File: config.mk
export PLATFORM = sky130hd
export DESIGN_NAME = aal1_sar_rx
export DESIGN_NICKNAME = d
export VERILOG_FILES = /design/src/rtl/aal1_sar_pkg.sv /design/src/rtl/aal1_hdr_decode.sv /design/src/rtl/aal1_ptr_decode.sv /design/src/rtl/aal1_seq_track.sv /design/src/rtl/aal1_sar_rx.sv
export SDC_FILE = /design/constraint.sdc
export NUM_CORES = 1
export LEC_CHECK = 0
export CAP_MARGIN = 20
export CORE_MARGIN = 5
export CORE_UTILIZATION = 39
export DETAILED_ROUTE_END_ITERATION = 16
export PLACE_DENSITY = 0.72
export SYNTH_ARGS = -nofsm -noshare
export SYNTH_HDL_FRONTEND = slang
export SYNTH_SLANG_ARGS = --single-unit
File: constraint.sdc
create_clock -name clk -period 10.21 [get_ports clk]
set_clock_uncertainty 0.15 [all_clocks]
set_input_delay 2.042 -clock clk [delete_from_list [all_inputs] [get_ports clk]]
set_output_delay 2.042 -clock clk [all_outputs]
set_load 0.005 [all_outputs]
File: src/rtl/aal1_sar_pkg.sv
`timescale 1ns/1ps
package aal1_sar_pkg;
  localparam int SEQ_W  = 3;
  localparam int CRC_W  = 3;
  localparam int BYTE_W = 8;
  localparam int OFF_W  = 7;

  typedef struct packed {
    logic             ci;
    logic [SEQ_W-1:0] sc;
    logic             ok;
  } hdr_info_t;
endpackage

File: src/rtl/aal1_hdr_decode.sv
`timescale 1ns/1ps
module aal1_hdr_decode
  import aal1_sar_pkg::*;
(
  input  logic [BYTE_W-1:0] hdr_byte,
  output hdr_info_t         info
);
  // Serial CRC over CI and SC, MSB first, generator x^3 + x + 1.
  function automatic logic [CRC_W-1:0] crc_of(input logic [SEQ_W:0] d);
    logic [CRC_W-1:0] c;
    logic             fb;
    c = '0;
    for (int i = SEQ_W; i >= 0; i--) begin
      fb = d[i] ^ c[CRC_W-1];
      c  = {c[CRC_W-2:0], 1'b0} ^ (fb ? 3'b011 : 3'b000);
    end
    return c;
  endfunction

  logic crc_match;
  logic par_even;

  always_comb begin
    crc_match = (crc_of(hdr_byte[7:4]) == hdr_byte[3:1]);
    par_even  = ~(^hdr_byte);
    info.ci   = hdr_byte[7];
    info.sc   = hdr_byte[6:4];
    info.ok   = crc_match & par_even;
  end
endmodule

File: src/rtl/aal1_ptr_decode.sv
`timescale 1ns/1ps
module aal1_ptr_decode
  import aal1_sar_pkg::*;
#(
  parameter int OFF_MAX = 93,
  parameter int NO_PTR  = 127
) (
  input  logic [BYTE_W-1:0] ptr_byte,
  output logic [OFF_W-1:0]  offset,
  output logic              bad
);
  logic par_odd;
  logic out_of_range;

  always_comb begin
    offset       = ptr_byte[OFF_W-1:0];
    par_odd      = ^ptr_byte;
    out_of_range = (offset > OFF_W'(OFF_MAX)) && (offset != OFF_W'(NO_PTR));
    bad          = par_odd | out_of_range;
  end
endmodule

File: src/rtl/aal1_seq_track.sv
`timescale 1ns/1ps
module aal1_seq_track
  import aal1_sar_pkg::*;
(
  input  logic             clk,
  input  logic             rst_n,
  input  logic             take,
  input  logic             hdr_ok,
  input  logic [SEQ_W-1:0] sc,
  output logic             seq_err
);
  logic             have_ref_q;
  logic [SEQ_W-1:0] exp_q;
  logic             err_q;

  always_ff @(posedge clk) begin
    if (!rst_n) begin
      have_ref_q <= 1'b0;
      exp_q      <= '0;
      err_q      <= 1'b0;
    end else if (take) begin
      if (hdr_ok) begin
        err_q      <= have_ref_q && (sc != exp_q);
        exp_q      <= sc + SEQ_W'(1);
        have_ref_q <= 1'b1;
      end else begin
        err_q <= 1'b0;
        exp_q <= exp_q + SEQ_W'(1);
      end
    end
  end

  assign seq_err = err_q;

  // expectation follows the received count
  a_r4_expect_follows: assert property (@(posedge clk) disable iff (!rst_n)
    (take && hdr_ok) |=> (exp_q == $past(sc) + SEQ_W'(1)));

  // a failed header never reports a discontinuity
  a_r6_bad_hdr_no_err: assert property (@(posedge clk) disable iff (!rst_n)
    (take && !hdr_ok) |=> !seq_err);
endmodule

File: src/rtl/aal1_sar_rx.sv
`timescale 1ns/1ps
module aal1_sar_rx
  import aal1_sar_pkg::*;
#(
  parameter int CELL_BYTES = 48,
  parameter int OFF_MAX    = 93,
  parameter int NO_PTR     = 127
) (
  input  logic              clk,
  input  logic              rst_n,
  input  logic              in_valid,
  output logic              in_ready,
  input  logic              in_sop,
  input  logic [BYTE_W-1:0] in_data,
  output logic              out_valid,
  input  logic              out_ready,
  output logic [BYTE_W-1:0] out_data,
  output logic              out_ptr,
  output logic              out_last,
  output logic              st_hdr_ok,
  output logic              st_seq_err,
  output logic              st_ptr_present,
  output logic              st_ptr_err,
  output logic [OFF_W-1:0]  st_ptr_val
);
  localparam int POS_W    = $clog2(CELL_BYTES);
  localparam int LAST_POS = CELL_BYTES - 1;

  logic [POS_W-1:0] pos_q;
  logic             hdr_slot;
  logic             hdr_take;
  logic             sdu_take;
  logic             at_ptr;
  hdr_info_t        hinfo;
  logic [OFF_W-1:0] poff;
  logic             pbad;

  logic             hdr_ok_q;
  logic             ptr_pres_q;
  logic             ptr_err_q;
  logic [OFF_W-1:0] ptr_val_q;

  aal1_hdr_decode u_hdr (
    .hdr_byte (in_data),
    .info     (hinfo)
  );

  aal1_ptr_decode #(
    .OFF_MAX (OFF_MAX),
    .NO_PTR  (NO_PTR)
  ) u_ptr (
    .ptr_byte (in_data),
    .offset   (poff),
    .bad      (pbad)
  );

  aal1_seq_track u_seq (
    .clk     (clk),
    .rst_n   (rst_n),
    .take    (hdr_take),
    .hdr_ok  (hinfo.ok),
    .sc      (hinfo.sc),
    .seq_err (st_seq_err)
  );

  // Handshake: headers always accepted, payload passes through.
  assign hdr_slot  = in_sop || (pos_q == '0);
  assign in_ready  = hdr_slot | out_ready;
  assign out_valid = in_valid & ~hdr_slot;
  assign out_data  = in_data;
  assign out_last  = (pos_q == POS_W'(LAST_POS));
  assign at_ptr    = (pos_q == POS_W'(1)) & ptr_pres_q;
  assign out_ptr   = out_valid & at_ptr;
  assign hdr_take  = in_valid & in_sop;
  assign sdu_take  = out_valid & out_ready;

  always_ff @(posedge clk) begin
    if (!rst_n) begin
      pos_q <= '0;
    end else if (hdr_take) begin
      pos_q <= POS_W'(1);
    end else if (sdu_take) begin
      pos_q <= out_last ? '0 : pos_q + POS_W'(1);
    end
  end

  always_ff @(posedge clk) begin
    if (!rst_n) begin
      hdr_ok_q   <= 1'b0;
      ptr_pres_q <= 1'b0;
      ptr_err_q  <= 1'b0;
      ptr_val_q  <= OFF_W'(NO_PTR);
    end else if (hdr_take) begin
      hdr_ok_q   <= hinfo.ok;
      ptr_pres_q <= hinfo.ok & hinfo.ci & ~hinfo.sc[0];
      ptr_err_q  <= 1'b0;
      ptr_val_q  <= OFF_W'(NO_PTR);
    end else if (sdu_take && at_ptr) begin
      ptr_err_q  <= pbad;
      ptr_val_q  <= poff;
    end
  end

  assign st_hdr_ok      = hdr_ok_q;
  assign st_ptr_present = ptr_pres_q;
  assign st_ptr_err     = ptr_err_q;
  assign st_ptr_val     = ptr_val_q;

  // a stalled output stalls the input
  a_r3_stall_blocks_input: assert property (@(posedge clk) disable iff (!rst_n)
    (out_valid && !out_ready) |-> !in_ready);

  // the last payload octet returns the block to header hunt
  a_r2_last_returns_to_hunt: assert property (@(posedge clk) disable iff (!rst_n)
    (sdu_take && out_last) |=> (pos_q == '0));

  // a start marker always opens a new cell
  a_r9_sop_restarts: assert property (@(posedge clk) disable iff (!rst_n)
    hdr_take |=> (pos_q == POS_W'(1)));

  // pointer flag never on the last octet and never without a valid header
  a_r7_ptr_placement: assert property (@(posedge clk) disable iff (!rst_n)
    out_ptr |-> (out_valid && !out_last && st_hdr_ok));

  // a discontinuity is only reported for a good header
  a_r5_err_needs_good_hdr: assert property (@(posedge clk) disable iff (!rst_n)
    st_seq_err |-> st_hdr_ok);

  // a pointer error needs a pointer
  a_r8_err_needs_ptr: assert property (@(posedge clk) disable iff (!rst_n)
    st_ptr_err |-> st_ptr_present);
endmodule

==> metrics.txt <==
Port Buffers=35; number of diodes=0; wirelength, routed=2.98 mm; number of cell rows=21; switching pwr=approximately 0.052 mW; CP Cell Sequence=clkdlybuf4s50_1 -> inv_1 -> a211oi_2 -> and4_1 -> clkdlybuf4s50_1; Final Cycle Share=about three fifths; Sequential Power Share=49.4%; commonest non-fill, non-tap cell in the layout=clkdlybuf4s50_1; CP max stage delay=roughly 520 ps; DR WL/cell=12.9 um; Yosys top cell by area=dfxtp_1; Cell Area, Placed=~1700 um2; Yosys cell types=44; Max Slew Vio Count=0; arrival time at the worst endpoint=about 3800 ps; Placer Congestion=between 0.7 and 0.8; Syn Area/Cell=8.73 um2; Pre-antenna DRT Iters=4; clock share of power=about 23%; worst rel slew slack=between 60 and 70%; PD cells=roughly 100 nW/um2; Max Cap Viol=0; synth top area cells=dfxtp_1, ha_1, mux2i_1; antenna violations before repair=0; status=finished clean; worst-path fanout max=6; total nets after synthesis=between 150 and 200; Starting Density=41.2%; vias per cell=5.16; CTS tree=yes; Mapped Area=around 1400 um2; RSZ-0062 raised after global routing=false; final setup violation count=0; Top Ports=36; Post-synth ARST share=0%; P_int=between 0.1 and 0.15 mW; Leakage=0.677 nW; clk_lat worst skew=~300 ps; grt ovf=0; root buf cell=clkbuf_4; Synth top area share=a little under a third; DIE HEIGHT=between 60 and 70 um; ys flop type=dfxtp_1; Gate Count Post-Synth=160; first-pass GRT wire length=slightly above 5 mm; Period minus WS final=around 6000 ps; setup TNS=0 ps; area added between synthesis and finish=24.3%; cts hold-fix bufs=0; vias post-DR=~1200; CP dominant cell by count=clkdlybuf4s50_1; required time worst endpoint=around 8000 ps; Tightest Hold Check Type=reg -> reg; # DRC=0; clock buffer depth=2; Setup crit start kind=input port; critical path endpoint category=primary output; cell area after layout=roughly 1700 um2; Nets=between 200 and 250; Fin. Hold Viols=0; slowest CP cell=clkdlybuf4s50_1; Final Util=~50%; hpwl dp=roughly 2.4 mm; share of cells above drive strength 1=7.07%; post-CTS setup repair buffer count=0; register area share after synthesis=between 30% and 40%; most frequent cells in the layout=clkdlybuf4s50_1, dfxtp_1, nand2_1; GRT Util Overall=12.5%; Synth Warn #=0; Post-DRT Antenna Nets=0; CTS Sinks=21; fmax=167 MHz; number of fillers in the final layout=310; clk slew on worst S/H paths=120 ps; Post-synth EDFFs=0; worst IR drop on VDD=0.0600 mV; Num CTS Buffers=3; Die Area=between 4000 and 5000 um2; post-CTS resize count=0; largest net degree at the start of global routing=13; Comb pwr share=27.5%; H-Tree Depth=1; synthesized flop and latch total=21; Setup Crit Path Kind=in -> out; Sw Ratio=between 20 and 30%; Worst Tran Pin Value=~550 ps; core area=roughly 3400 um2; Horiz. Die Dim=between 60 and 70 um; starting DRC count in detailed routing=88; vias in the first global route=between 1000 and 1500
final timing paths:
check                         startpoint                 endpoint  slack (ps)  cells after the start
setup / recovery                in_valid                  out_ptr        4200                      5
hold / removal    st_hdr_ok$_SDFFE_PN0P_   st_hdr_ok$_SDFFE_PN0P_         330                      2
setup reg to reg   pos_q[0]$_SDFFE_PN0P_  st_ptr_err$_SDFFE_PP0P_        8010                      7
hold reg to reg   st_hdr_ok$_SDFFE_PN0P_   st_hdr_ok$_SDFFE_PN0P_         330                      2
registers in the layout, indices dropped and copies added, names as in the netlist:
| name | count |
|---|---|
| pos_q | 6 |
| st_ptr_err | 1 |
| st_hdr_ok | 1 |
| st_ptr_val | 7 |
| u_seq.exp_q | 3 |
| st_ptr_present | 1 |
| u_seq.seq_err | 1 |
| u_seq.have_ref_q | 1 |
through the flow:
| step | total power [mW] | hold slack (ps) | worst slack, ps | cells |
|---|---|---|---|---|
| 2_1_floorplan | 0.122 | 306 | 5310 | 160 |
| 3_3_place_gp | 0.133 | 306 | 4220 | 226 |
| 3_5_place_dp | 0.136 | 312 | 4220 | 226 |
| 4_1_cts | 0.176 | 335 | 4220 | 230 |
| 5_1_grt | 0.185 | 362 | 4090 | 230 |
| 6_report | 0.174 | 326 | 4200 | 230 |
worst max-delay path: cells and delay by family:
family / cells / cell delay, ps
buf+inv: 3 / 1080
simple gates: 1 / 310
compound gates: 1 / 370
metal layers:
metal / track usage, % / part of all wire (%) / up-vias
li1: - / - / 599
met1: 13.6 / 41 / 551
met2: 22.9 / 53 / 31
met3: 4.20 / 4.7 / 6
met4: 3.19 / 1.2 / 0
met5: 0 / 0 / -
synthesized netlist by cell type, drive strengths merged (2+ instances only):
library cell / instances
a21oi: 9
o211ai: 2
nor3b: 2
inv: 6
nor4: 2
xor2: 3
ha: 9
xnor2: 11
nand4b: 2
clkbuf: 4
nor3: 4
mux2i: 9
dfxtp: 21
mux2: 3
a21o: 2
nand3: 6
a21boi: 5
and2: 3
o21ai: 6
buf: 11
nand2: 22
nor2: 4
power groups by stage:
stage          Combinational [mW]  Sequential, mW  Clock, mW
6_report                   0.0477          0.0859     0.0402
5_1_grt                    0.0526          0.0862     0.0458
4_1_cts                    0.0481          0.0859     0.0416
3_5_place_dp               0.0480          0.0877          0
3_3_place_gp               0.0458          0.0875          0
2_1_floorplan              0.0347          0.0874          0
cell type report:
type / count / area (um2) / share of cell area [%]
Multi-Input combinational cell: 118 / 857 / 49.4
Tap cell: 46 / 57.6 / 3.32
Timing Repair Buffer: 35 / 350 / 20.2
Inverter: 6 / 22.5 / 1.30
Sequential cell: 21 / 420 / 24.2
Clock buffer: 3 / 22.5 / 1.30
Clock inverter: 1 / 5.00 / 0.288
kinds of logic (layout without fill, tap and decap cells):
family / count (synthesis) / in the layout / share of synthesized area, %
and+or+nand+nor: 51 / 51 / 19.3
AOI/OAI and AO/OA: 32 / 32 / 15.6
DFF: 21 / 21 / 30.1
buffers and inverters: 21 / 45 / 8.51
xor gates and xnor gates: 14 / 14 / 9.32
muxes: 12 / 12 / 9.14
adders and majority gates: 9 / 9 / 8.06
Power figures use the tool's default switching activity.
